<file path="src/rtl/fw_pkg.sv">
package fw_pkg;
    localparam int SZW = 3;
    localparam int SZN = 1 << SZW;

    // Policy word: bit0 read allowed, bit1 write allowed, then size mask
    typedef struct packed {
        logic [SZN-1:0] size_mask;
        logic           wr_ok;
        logic           rd_ok;
    } policy_t;

    localparam int POLW = $bits(policy_t);

    typedef enum logic [1:0] {
        CFG_REGION = 2'd0,
        CFG_POLICY = 2'd1,
        CFG_THRESH = 2'd2,
        CFG_CLEAR  = 2'd3
    } cfg_kind_e;

    typedef enum logic [2:0] {
        ST_IDLE,
        ST_LOOKUP,
        ST_CHECK,
        ST_FWD,
        ST_WAIT,
        ST_RESP
    } fw_state_e;

    function automatic logic policy_permits(policy_t p, logic wr, logic [SZW-1:0] sz);
        return (wr ? p.wr_ok : p.rd_ok) && p.size_mask[sz];
    endfunction
endpackage

</file>
<file path="src/rtl/fw_region_map.sv">
module fw_region_map #(
    parameter int AW   = 16,
    parameter int NREG = 8,
    parameter int PIW  = 3,
    parameter int RIW  = $clog2(NREG)
) (
    input  logic           clk,
    input  logic           rst,
    input  logic           wr_en,
    input  logic [RIW-1:0] wr_idx,
    input  logic [AW-1:0]  wr_base,
    input  logic [AW-1:0]  wr_limit,
    input  logic [PIW-1:0] wr_pidx,
    input  logic [AW-1:0]  look_addr,
    output logic           look_hit,
    output logic [PIW-1:0] look_pidx
);
    logic [AW-1:0]  base_q  [NREG];
    logic [AW-1:0]  limit_q [NREG];
    logic [PIW-1:0] pidx_q  [NREG];
    logic [NREG-1:0] match;

    always_ff @(posedge clk) begin
        if (rst) begin
            for (int i = 0; i < NREG; i++) begin
                base_q[i]  <= '1;
                limit_q[i] <= '0;
                pidx_q[i]  <= '0;
            end
        end else if (wr_en) begin
            base_q[wr_idx]  <= wr_base;
            limit_q[wr_idx] <= wr_limit;
            pidx_q[wr_idx]  <= wr_pidx;
        end
    end

    for (genvar g = 0; g < NREG; g++) begin : g_cmp
        assign match[g] = (look_addr >= base_q[g]) && (look_addr <= limit_q[g]);
    end

    // Lowest-numbered matching region takes priority
    always_comb begin
        look_hit  = 1'b0;
        look_pidx = '0;
        for (int i = NREG - 1; i >= 0; i--) begin
            if (match[i]) begin
                look_hit  = 1'b1;
                look_pidx = pidx_q[i];
            end
        end
    end
endmodule

</file>
<file path="src/rtl/fw_policy_store.sv">
module fw_policy_store
    import fw_pkg::*;
#(
    parameter int NPOL = 8,
    parameter int PIW  = $clog2(NPOL)
) (
    input  logic           clk,
    input  logic           rst,
    input  logic           wr_en,
    input  logic [PIW-1:0] wr_idx,
    input  policy_t        wr_pol,
    input  logic [PIW-1:0] rd_idx,
    output policy_t        rd_pol
);
    policy_t pol_q [NPOL];

    always_ff @(posedge clk) begin
        if (rst) begin
            for (int i = 0; i < NPOL; i++) pol_q[i] <= '0;
        end else if (wr_en) begin
            pol_q[wr_idx] <= wr_pol;
        end
    end

    assign rd_pol = pol_q[rd_idx];
endmodule

</file>
<file path="src/rtl/fw_rule_check.sv">
module fw_rule_check
    import fw_pkg::*;
(
    input  logic           hit,
    input  policy_t        pol,
    input  logic           is_write,
    input  logic [SZW-1:0] size,
    input  logic           quar,
    output logic           pass,
    output logic           violation
);
    always_comb begin
        pass      = !quar && hit && policy_permits(pol, is_write, size);
        violation = !quar && !pass;
    end
endmodule

</file>
<file path="src/rtl/fw_access_guard.sv">
module fw_access_guard
    import fw_pkg::*;
#(
    parameter int AW      = 16,
    parameter int DW      = 32,
    parameter int NREG    = 8,
    parameter int NPOL    = 8,
    parameter int PIW     = $clog2(NPOL),
    parameter int IXW     = $clog2((NREG > NPOL) ? NREG : NPOL),
    parameter int VW      = 4,
    parameter int THR_RST = 3
) (
    input  logic                clk,
    input  logic                rst,
    input  logic                req_valid,
    output logic                req_ready,
    input  logic                req_write,
    input  logic [AW-1:0]       req_addr,
    input  logic [2:0]          req_size,
    input  logic [DW-1:0]       req_wdata,
    output logic                rsp_valid,
    output logic [DW-1:0]       rsp_rdata,
    output logic                rsp_err,
    output logic                fwd_valid,
    input  logic                fwd_ready,
    output logic                fwd_write,
    output logic [AW-1:0]       fwd_addr,
    output logic [2:0]          fwd_size,
    output logic [DW-1:0]       fwd_wdata,
    input  logic                dn_rsp_valid,
    input  logic [DW-1:0]       dn_rdata,
    input  logic                dn_err,
    input  logic                cfg_hold,
    input  logic                cfg_we,
    input  logic [1:0]          cfg_kind,
    input  logic [IXW-1:0]      cfg_index,
    input  logic [2*AW+PIW-1:0] cfg_wdata,
    output logic                attack_evt,
    output logic                quarantined
);
    localparam int RIW = $clog2(NREG);

    typedef struct packed {
        logic           write;
        logic [AW-1:0]  addr;
        logic [SZW-1:0] size;
        logic [DW-1:0]  wdata;
    } txn_t;

    fw_state_e      st_q;
    txn_t           buf_q;
    logic           hit_q;
    logic [PIW-1:0] pidx_q;
    logic [DW-1:0]  rdata_q;
    logic           err_q;
    logic [VW-1:0]  vcnt_q;
    logic [VW-1:0]  thr_q;
    logic           quar_q;
    logic           atk_q;

    cfg_kind_e      kind;
    logic           map_hit;
    logic [PIW-1:0] map_pidx;
    policy_t        cur_pol;
    logic           chk_pass;
    logic           chk_viol;
    logic [VW-1:0]  vcnt_inc;

    assign kind     = cfg_kind_e'(cfg_kind);
    assign vcnt_inc = (vcnt_q == '1) ? vcnt_q : vcnt_q + 1'b1;

    fw_region_map #(.AW(AW), .NREG(NREG), .PIW(PIW)) u_map (
        .clk       (clk),
        .rst       (rst),
        .wr_en     (cfg_we && kind == CFG_REGION),
        .wr_idx    (cfg_index[RIW-1:0]),
        .wr_base   (cfg_wdata[AW-1:0]),
        .wr_limit  (cfg_wdata[2*AW-1:AW]),
        .wr_pidx   (cfg_wdata[2*AW+PIW-1:2*AW]),
        .look_addr (buf_q.addr),
        .look_hit  (map_hit),
        .look_pidx (map_pidx)
    );

    fw_policy_store #(.NPOL(NPOL), .PIW(PIW)) u_pol (
        .clk    (clk),
        .rst    (rst),
        .wr_en  (cfg_we && kind == CFG_POLICY),
        .wr_idx (cfg_index[PIW-1:0]),
        .wr_pol (policy_t'(cfg_wdata[POLW-1:0])),
        .rd_idx (pidx_q),
        .rd_pol (cur_pol)
    );

    fw_rule_check u_chk (
        .hit       (hit_q),
        .pol       (cur_pol),
        .is_write  (buf_q.write),
        .size      (buf_q.size),
        .quar      (quar_q),
        .pass      (chk_pass),
        .violation (chk_viol)
    );

    always_ff @(posedge clk) begin
        if (rst) begin
            st_q    <= ST_IDLE;
            buf_q   <= '0;
            hit_q   <= 1'b0;
            pidx_q  <= '0;
            rdata_q <= '0;
            err_q   <= 1'b0;
            vcnt_q  <= '0;
            thr_q   <= VW'(THR_RST);
            quar_q  <= 1'b0;
            atk_q   <= 1'b0;
        end else begin
            atk_q <= 1'b0;
            unique case (st_q)
                ST_IDLE: if (req_valid && req_ready) begin
                    buf_q <= '{write: req_write, addr: req_addr, size: req_size, wdata: req_wdata};
                    st_q  <= ST_LOOKUP;
                end
                ST_LOOKUP: if (!cfg_hold) begin
                    hit_q  <= map_hit;
                    pidx_q <= map_pidx;
                    st_q   <= ST_CHECK;
                end
                ST_CHECK: if (!cfg_hold) begin
                    if (chk_pass) begin
                        st_q <= ST_FWD;
                    end else begin
                        err_q   <= 1'b1;
                        rdata_q <= '0;
                        st_q    <= ST_RESP;
                        if (chk_viol) begin
                            atk_q  <= 1'b1;
                            vcnt_q <= vcnt_inc;
                            if (vcnt_inc >= thr_q) quar_q <= 1'b1;
                        end
                    end
                end
                ST_FWD: if (fwd_ready) st_q <= ST_WAIT;
                ST_WAIT: if (dn_rsp_valid) begin
                    err_q   <= dn_err;
                    rdata_q <= dn_err ? '0 : dn_rdata;
                    st_q    <= ST_RESP;
                end
                ST_RESP: st_q <= ST_IDLE;
                default: st_q <= ST_IDLE;
            endcase
            if (cfg_we && kind == CFG_THRESH) thr_q <= cfg_wdata[VW-1:0];
            if (cfg_we && kind == CFG_CLEAR) begin
                quar_q <= 1'b0;
                vcnt_q <= '0;
            end
        end
    end

    assign req_ready   = (st_q == ST_IDLE) && !cfg_hold;
    assign rsp_valid   = (st_q == ST_RESP);
    assign rsp_rdata   = rdata_q;
    assign rsp_err     = err_q;
    assign fwd_valid   = (st_q == ST_FWD);
    assign fwd_write   = buf_q.write;
    assign fwd_addr    = buf_q.addr;
    assign fwd_size    = buf_q.size;
    assign fwd_wdata   = buf_q.wdata;
    assign attack_evt  = atk_q;
    assign quarantined = quar_q;
endmodule

</file>
<file path="config.mk">
export PLATFORM = sky130hd
export DESIGN_NAME = fw_access_guard
export DESIGN_NICKNAME = d
export VERILOG_FILES = /design/src/rtl/fw_pkg.sv /design/src/rtl/fw_region_map.sv /design/src/rtl/fw_policy_store.sv /design/src/rtl/fw_rule_check.sv /design/src/rtl/fw_access_guard.sv
export SDC_FILE = /design/constraint.sdc
export NUM_CORES = 1
export LEC_CHECK = 0
export BUFFER_PORTS_ARGS = -buffer_cell sky130_fd_sc_hd__buf_4
export CORE_UTILIZATION = 60
export DETAILED_ROUTE_END_ITERATION = 7
export GPL_TIMING_DRIVEN = 0
export PLACE_DENSITY = 0.8
export SYNTH_ARGS = -nofsm -noshare
export SYNTH_HDL_FRONTEND = slang
export SYNTH_HIERARCHICAL = 1
export SYNTH_SLANG_ARGS = --single-unit
</file>
<file path="constraint.sdc">
create_clock -name clk -period 4.6 [get_ports clk]
set_clock_uncertainty 0.1 [all_clocks]
set_input_delay 0.69 -clock clk [delete_from_list [all_inputs] [get_ports clk]]
set_output_delay 0.69 -clock clk [all_outputs]
set_load 0.01 [all_outputs]
</file>
**Word level (Yosys, flattened, before mapping)**

Memory sizes are Yosys's and may differ from the RTL's. A register that Yosys moved wholly into a read port is not among the register bits.
Index checks and enable logic that the tools add are counted.

- Flip-flop bits (word level): 102
- Bits in latches: 0
- Memory bits (writable): 360
- ROM bits: 0
- Word-level logic and storage cells: 149
- Memories kept: 4

- $add $sub $neg: 1
- $mul: 0
- Div/mod/pow operators: 0
- $lt $le $gt $ge: 18
- Equality and inequality tests: 15
- Shift-type cells: 0
- Multiplexer cells: 59
- Bitwise logic cells: 3
- Reduce and logical (&&, ||, !) cells: 36

Memory list:

| memory | words | bits a word | read ports | clocked after Yosys merged registers in | write ports | line | source |
|---|---|---|---|---|---|---|---|
| u_map.base_q | 8 | 16 | 8 | 0 | 8 | fw_region_map.sv:18 | `logic [AW-1:0] base_q [NREG];` |
| u_map.limit_q | 8 | 16 | 8 | 0 | 8 | fw_region_map.sv:19 | `logic [AW-1:0] limit_q [NREG];` |
| u_pol.pol_q | 8 | 10 | 1 | 1 | 8 | fw_policy_store.sv:15 | `policy_t pol_q [NPOL];` |
| u_map.pidx_q | 8 | 3 | 8 | 0 | 8 | fw_region_map.sv:20 | `logic [PIW-1:0] pidx_q [NREG];` |

Operator list:

| cell | count |
|---|---|
| 16-bit greater-or-equal comparator | 8 |
| 16-bit <= comparator | 8 |
| 32-bit two-way mux | 4 |
| 32-bit case mux with 2 select lines | 1 |
| 3-bit two-way mux | 21 |
| 16-bit two-way mux | 2 |
| 16-bit OR reduction | 2 |
| 1-bit two-way mux | 26 |
| 1-bit logical AND | 18 |
| 3-bit case mux with 5 select lines | 1 |
| 10-bit two-way mux | 1 |
| 2-bit != test, second input constant | 5 |
| 5-bit AND reduction | 2 |
| 10-bit OR reduction | 1 |
| 4-bit AND reduction | 2 |
| 3-bit by 2-bit == test with 1-bit output, second input constant | 2 |
| 3-bit == test, second input constant | 2 |
| 4-bit by 1-bit adder with 4-bit output, second input constant | 1 |
| 2-bit == test, second input constant | 2 |
| 4-bit == test, second input constant | 1 |
| 4-bit greater-or-equal comparator | 1 |
| 3-bit by 4-bit < comparator with 1-bit output, second input constant | 1 |
| 4-bit two-way mux | 1 |
| 2-bit AND reduction | 2 |
| other kinds (13) | 17 |

**Longest topological paths before layout**

- Depth after elaboration: 12
- Gate-level depth with buffers: 13
- Depth with buffers taken out: 13

**Cells and area by module**

Netlist, hierarchy kept.

Modules (own cells, without submodules):

| module | times used | cells an instance | area an instance (um2) | sequential area each (um2) |
|---|---|---|---|---|
| fw_region_map | 1 | 1540 | 16967.5 | 8408.1 |
| fw_access_guard | 1 | 448 | 4070.2 | 2042.0 |
| fw_policy_store | 1 | 236 | 3681.0 | 2402.3 |
| fw_rule_check | 1 | 10 | 103.8 | 0.0 |

**Worst setup path before layout**

OpenSTA, ideal clock, no wires.

- Kind: register to register
- Start point: reg pidx_q[0] (netlist name)
- End point: reg rdata_q[0] (netlist: rsp_rdata[0])
- Setup time: 0.128 ns
- Data arrival time: 3.232 ns
- Required time: 4.372 ns
- Setup slack: 1.140 ns
- Stages on the path, launching flop included: 12
- Buffers on the path: 2
- Period minus slack after synthesis: 3.460 ns
- Cell sequence: dfxtp_1 buf_6 mux4_1 mux2_2 mux4_2 or2_1 and4_1 or4b_1 a21o_2 buf_6 a22oi_2 nor2_1

RTL lines:

| element | line | source |
|---|---|---|
| end signal: assignment | fw_access_guard.sv:146 | `rdata_q <= dn_err ? '0 : dn_rdata;` |
| end: declaration | fw_access_guard.sv:54 | `logic [DW-1:0] rdata_q;` |

**Worst setup path in the final report**

- Start point: reg buf_q (netlist bit fwd_addr[2])
- End point: reg pidx_q[1]

- Cells in the longest elaborated chain, start to end: 10
- Elaborated cells on any way between the ends: 32
- Classes of those cells: 16 x order compare; 8 x mux; 8 x reduce/logical

RTL lines:

| element | line | source |
|---|---|---|
| start: declaration | fw_access_guard.sv:51 | `txn_t buf_q;` |
| start signal: assignment | fw_access_guard.sv:121 | `buf_q <= '{write: req_write, addr: req_addr, size: req_size, wdata: req_wdata};` |
| 16-bit greater-or-equal comparator / 16-bit <= comparator (equally long branches) | fw_region_map.sv:38 | `assign match[g] = (look_addr >= base_q[g]) && (look_addr <= limit_q[g]);` |
| 1-bit logical AND | fw_region_map.sv:38 |  |
| 3-bit two-way mux (7 in series) | fw_region_map.sv:46 | `if (match[i]) begin` |
| 3-bit two-way mux * | fw_region_map.sv:46 |  |
| via map_pidx[1] | fw_access_guard.sv:63 | `logic [PIW-1:0] map_pidx;` |
| end signal: assignment | fw_access_guard.sv:126 | `pidx_q <= map_pidx;` |
| end: declaration | fw_access_guard.sv:53 | `logic [PIW-1:0] pidx_q;` |

Mark *: on every way through the listed nets, which the timed path passes. The rest lies on a longest branch.
A chain may end at the register's enable or synchronous reset.

==> summary.txt <==
total negative slack: 0 ns
R2R Setup Slk: 0.24 ns
layout cells sized above 1: 0.1509
Ports: 222
Vias: 18510
largest family of logic cells by synthesized area: simple AND/OR/NAND/NOR gates
synthesized-area fraction occupied by xor and xnor cells: 0.0007057
area of the multi-input gates: 0.01053 sq mm
delay of the slowest cell on the worst path: 1.23 ns
die area: 0.04219 sq mm
Worst setup SP type: flip-flop
clock transition at the registers of the reported paths: 0.06 ns
Nets: 2899
DRC violations left: 0
post-synthesis sequential area ratio: 0.5178
top post-synthesis cells by area: edfxtp_1 44%, ha_1 13%, dfxtp_1 8.2%
CTS tree: done
YS warnings: 6
Core ar.: 0.04083 sq mm
post-synthesis compound-gate area fraction: 0.09229
Leakage: 12.10 nW
crit path kind: reg2reg
initial antenna violation count: 1
Final period util: 0.9478
Synth Area in Adders: 0.1316
Req. time, crit path: 4.96 ns
FF-to-FF End: pidx_q[1]$_SDFFE_PP0P_
Worst Max-Slew Pin Slew: 1.452 ns
R2R Path Start: fwd_addr[2]$_SDFFE_PP0P_
htree depth: 2
placed cell count: 2987
CTS max path bufs: 3
EDFF count, synth: 360
CP max FO: 18
post-synthesis mux area share: 0.03271
Overall Global Routing Usage: 0.3178
final worst path period need: 4.360 ns
clk sink count: 462
WP buf/inv: 0
CTS buffer count: 49
Synth Flop Type: edfxtp_1
Max-Cap Viols: 0
initial drt markers: 1934
# setup viols final: 0
Mean Syn Cell Area: 11.11 sq um
Syn Inst Count: 2234
Wirelength per Cell: 21.82 microns
depth of the worst register-to-register path: 12
Finished Layout Cells: 3076
vias in the first global route: 18080
first-pass GRT wire length: 99840 microns
largest net degree at the start of global routing: 36
mapped cell area: 0.02482 sq mm
Placer Congestion: 0.9769
total grt overflow: 0
cell family with most CP delay: compound AO/OA/AOI/OAI gates
Root Buffer: clkbuf_16
Die Y: 205.4 microns
drt via density: 6.018
CP max stage cell: dfxtp_1
Hold WC Path Type: in2reg
sequential cell area: 0.01286 sq mm
hold_buf cts: 0
Yosys top cell area share: 0.4355
status: completed
CP cell instances: ha_1, a21oi_1, o21ai_1, a211oi_1, o21ai_0, a21oi_1, nor2_1, a21oi_1, a2111oi_0, a221o_1, mux2i_1, nor2_1
crit path from: fwd_addr[2]$_SDFFE_PP0P_
ANT nets after route: 0
Hold Crit Depth: 3
Highest Clock Rate: 229.4 MHz
Filler cells: 2866
Peak VDD IR: 0.0003263 V
Synth async-reset ratio: 0
TritonRoute pass-1 iters: 6
WHS Endpoint: rsp_rdata[26]$_SDFFE_PP0P_
Synth Register Bits: 462
DP HPWL: 44900 microns
max-slew violation count: 0
Detailed Route WL: 67110 microns
Resized cells post-CTS: 0
antenna diode count: 0
Rows: 74
Power per Cell Area: 340.8 mW/mm^2
P&R area growth vs syn: 15.50%
Max transition margin: 0.03043
Starting Density: 0.6079
Skew-Pair Late Insertion Delay: 0.59 ns
Synth Net Count: 2627
Final Hold Viols: 0
Synth area leader: edfxtp_1
Die Wd: 205.4 microns
CP Data Arrival Time: 4.72 ns
Post-Synth Simple-Gate Area: 0.1668
min-delay src: dn_rdata[26]
RSZ-0062 raised after global routing: false
Post-CTS Setup Inserts: 0
CP most frequent cell: a21oi_1
Worst Setup End Kind: flip-flop
PortBufs: 221
post-synth cell types: 79
## worst reg2reg max path, cell delays in order (launching register included)
cell and delay, ns:
dfxtp_1 1.23, ha_1 0.45, a21oi_1 0.16, o21ai_1 0.11, a211oi_1 0.23, o21ai_0 0.12, a21oi_1 0.50, nor2_1 0.19
a21oi_1 0.33, a2111oi_0 0.17, a221o_1 0.41, mux2i_1 0.17, nor2_1 0.06
## worst max path at each step
stage,end,slack [ns],cells after the start
after floorplan,rsp_rdata[0]$_SDFFE_PP0P_,1.14,11
after global placement,pidx_q[1]$_SDFFE_PP0P_,0.37,12
after detailed placement,u_map/base_q[0][8]$_SDFFCE_PN1P_,0.34,7
after CTS,pidx_q[1]$_SDFFE_PP0P_,0.30,12
after global routing,pidx_q[1]$_SDFFE_PP0P_,0.12,12
final,pidx_q[1]$_SDFFE_PP0P_,0.24,12
## cell usage in the layout (no fill, tap or decap), types with 29 or more instances in the layout
cell | synthesis | routed
nand2b_1 | 41 | 41
ha_1 | 261 | 261
nand2_1 | 158 | 158
clkbuf_16 | 0 | 51
inv_1 | 258 | 258
or3_1 | 98 | 98
o21ai_0 | 48 | 48
nor3_1 | 93 | 92
buf_4 | 5 | 226
edfxtp_1 | 360 | 360
nand4_1 | 33 | 33
nor2_1 | 88 | 88
and2_1 | 155 | 155
a22oi_2 | 29 | 29
dfxtp_1 | 102 | 96
clkbuf_1 | 66 | 72
a21oi_1 | 136 | 136
## cell type report
cell class,count,area share
Multi-Input combinational cell,1412,0.3674
Buffer,92,0.01523
Timing Repair Buffer,221,0.05787
Clock buffer,57,0.04530
Clock inverter,32,0.007375
Inverter,268,0.03509
Sequential cell,462,0.4485
Tap cell,532,0.02322
## layer usage
layer  vias up  GRT usage  part of all wire  wire, microns
met5         -          0                 0              0
met4         0     0.1270             0.036           2388
met3       161    0.05512             0.097           6489
met2       962     0.5271              0.47          31730
met1      8858     0.4144              0.39          26500
li1       8529          -                 -              -
## report_power, final
part           switching, mW  internal, mW  leakage, nW
Sequential             0.165          4.70         4.33
Combinational          0.689         0.463         7.03
Clock                   1.62          2.13        0.744
Total                   2.48          7.29         12.1
## Yosys cell counts (all sizes together) (4+ instances only)
library cell	n
edfxtp	360
ha	261
inv	258
nand2	158
and2	155
a21oi	136
dfxtp	102
or3	98
nor3	93
nor2	88
clkbuf	66
o21ai	54
nand2b	42
a22oi	33
nand4	33
nand3	28
buf	26
mux4	21
a21o	18
a211oi	16
nor2b	16
mux2i	14
o211ai	12
mux2	11
o21bai	11
clkinv	10
or2	10
and4	8
nand3b	8
o21a	8
a31oi	7
a2111oi	6
a211o	5
or2b	5
nor3b	4
nor4	4
o221ai	4
o22ai	4
## flip-flops by register name (all words and copies together) (netlist names)
name           cells
fwd_write          1
u_map/pidx_q      24
fwd_addr          16
u_map/base_q     128
pidx_q             3
attack_evt         1
rsp_err            1
fwd_wdata         32
thr_q              4
rsp_rdata         32
fwd_size           3
hit_q              1
quarantined        1
vcnt_q             4
u_pol/pol_q       80
st_q               3
u_map/limit_q    128
## stage by stage
stage	hold WS [ns]	instance area (sq um)	total power, mW	setup WS (ns)	utilization
after global placement	0.3440	27150	5.999	0.3699	0.6649
after detailed placement	0.3476	27150	6.071	0.3368	0.6650
after global routing	0.2274	28670	10.10	0.1201	0.7022
final	0.2269	28670	9.772	0.2402	0.7022
after floorplan	0.3423	24820	5.546	1.140	-
after CTS	0.2113	28660	9.778	0.3017	0.7020
## cell families (layout without fill, tap and decap cells)
| kind of cell | after synthesis | count (layout) |
|---|---|---|
| AO/OA/AOI/OAI | 339 | 339 |
| XOR/XNOR | 2 | 2 |
| AND/OR/NAND/NOR | 764 | 764 |
| buffers and inverters | 360 | 670 |
| flip-flops | 462 | 462 |
| adder cells (fa/ha/maj) | 261 | 261 |
| multiplexers | 46 | 46 |
Note: power is estimated with default switching activity, not from simulation.
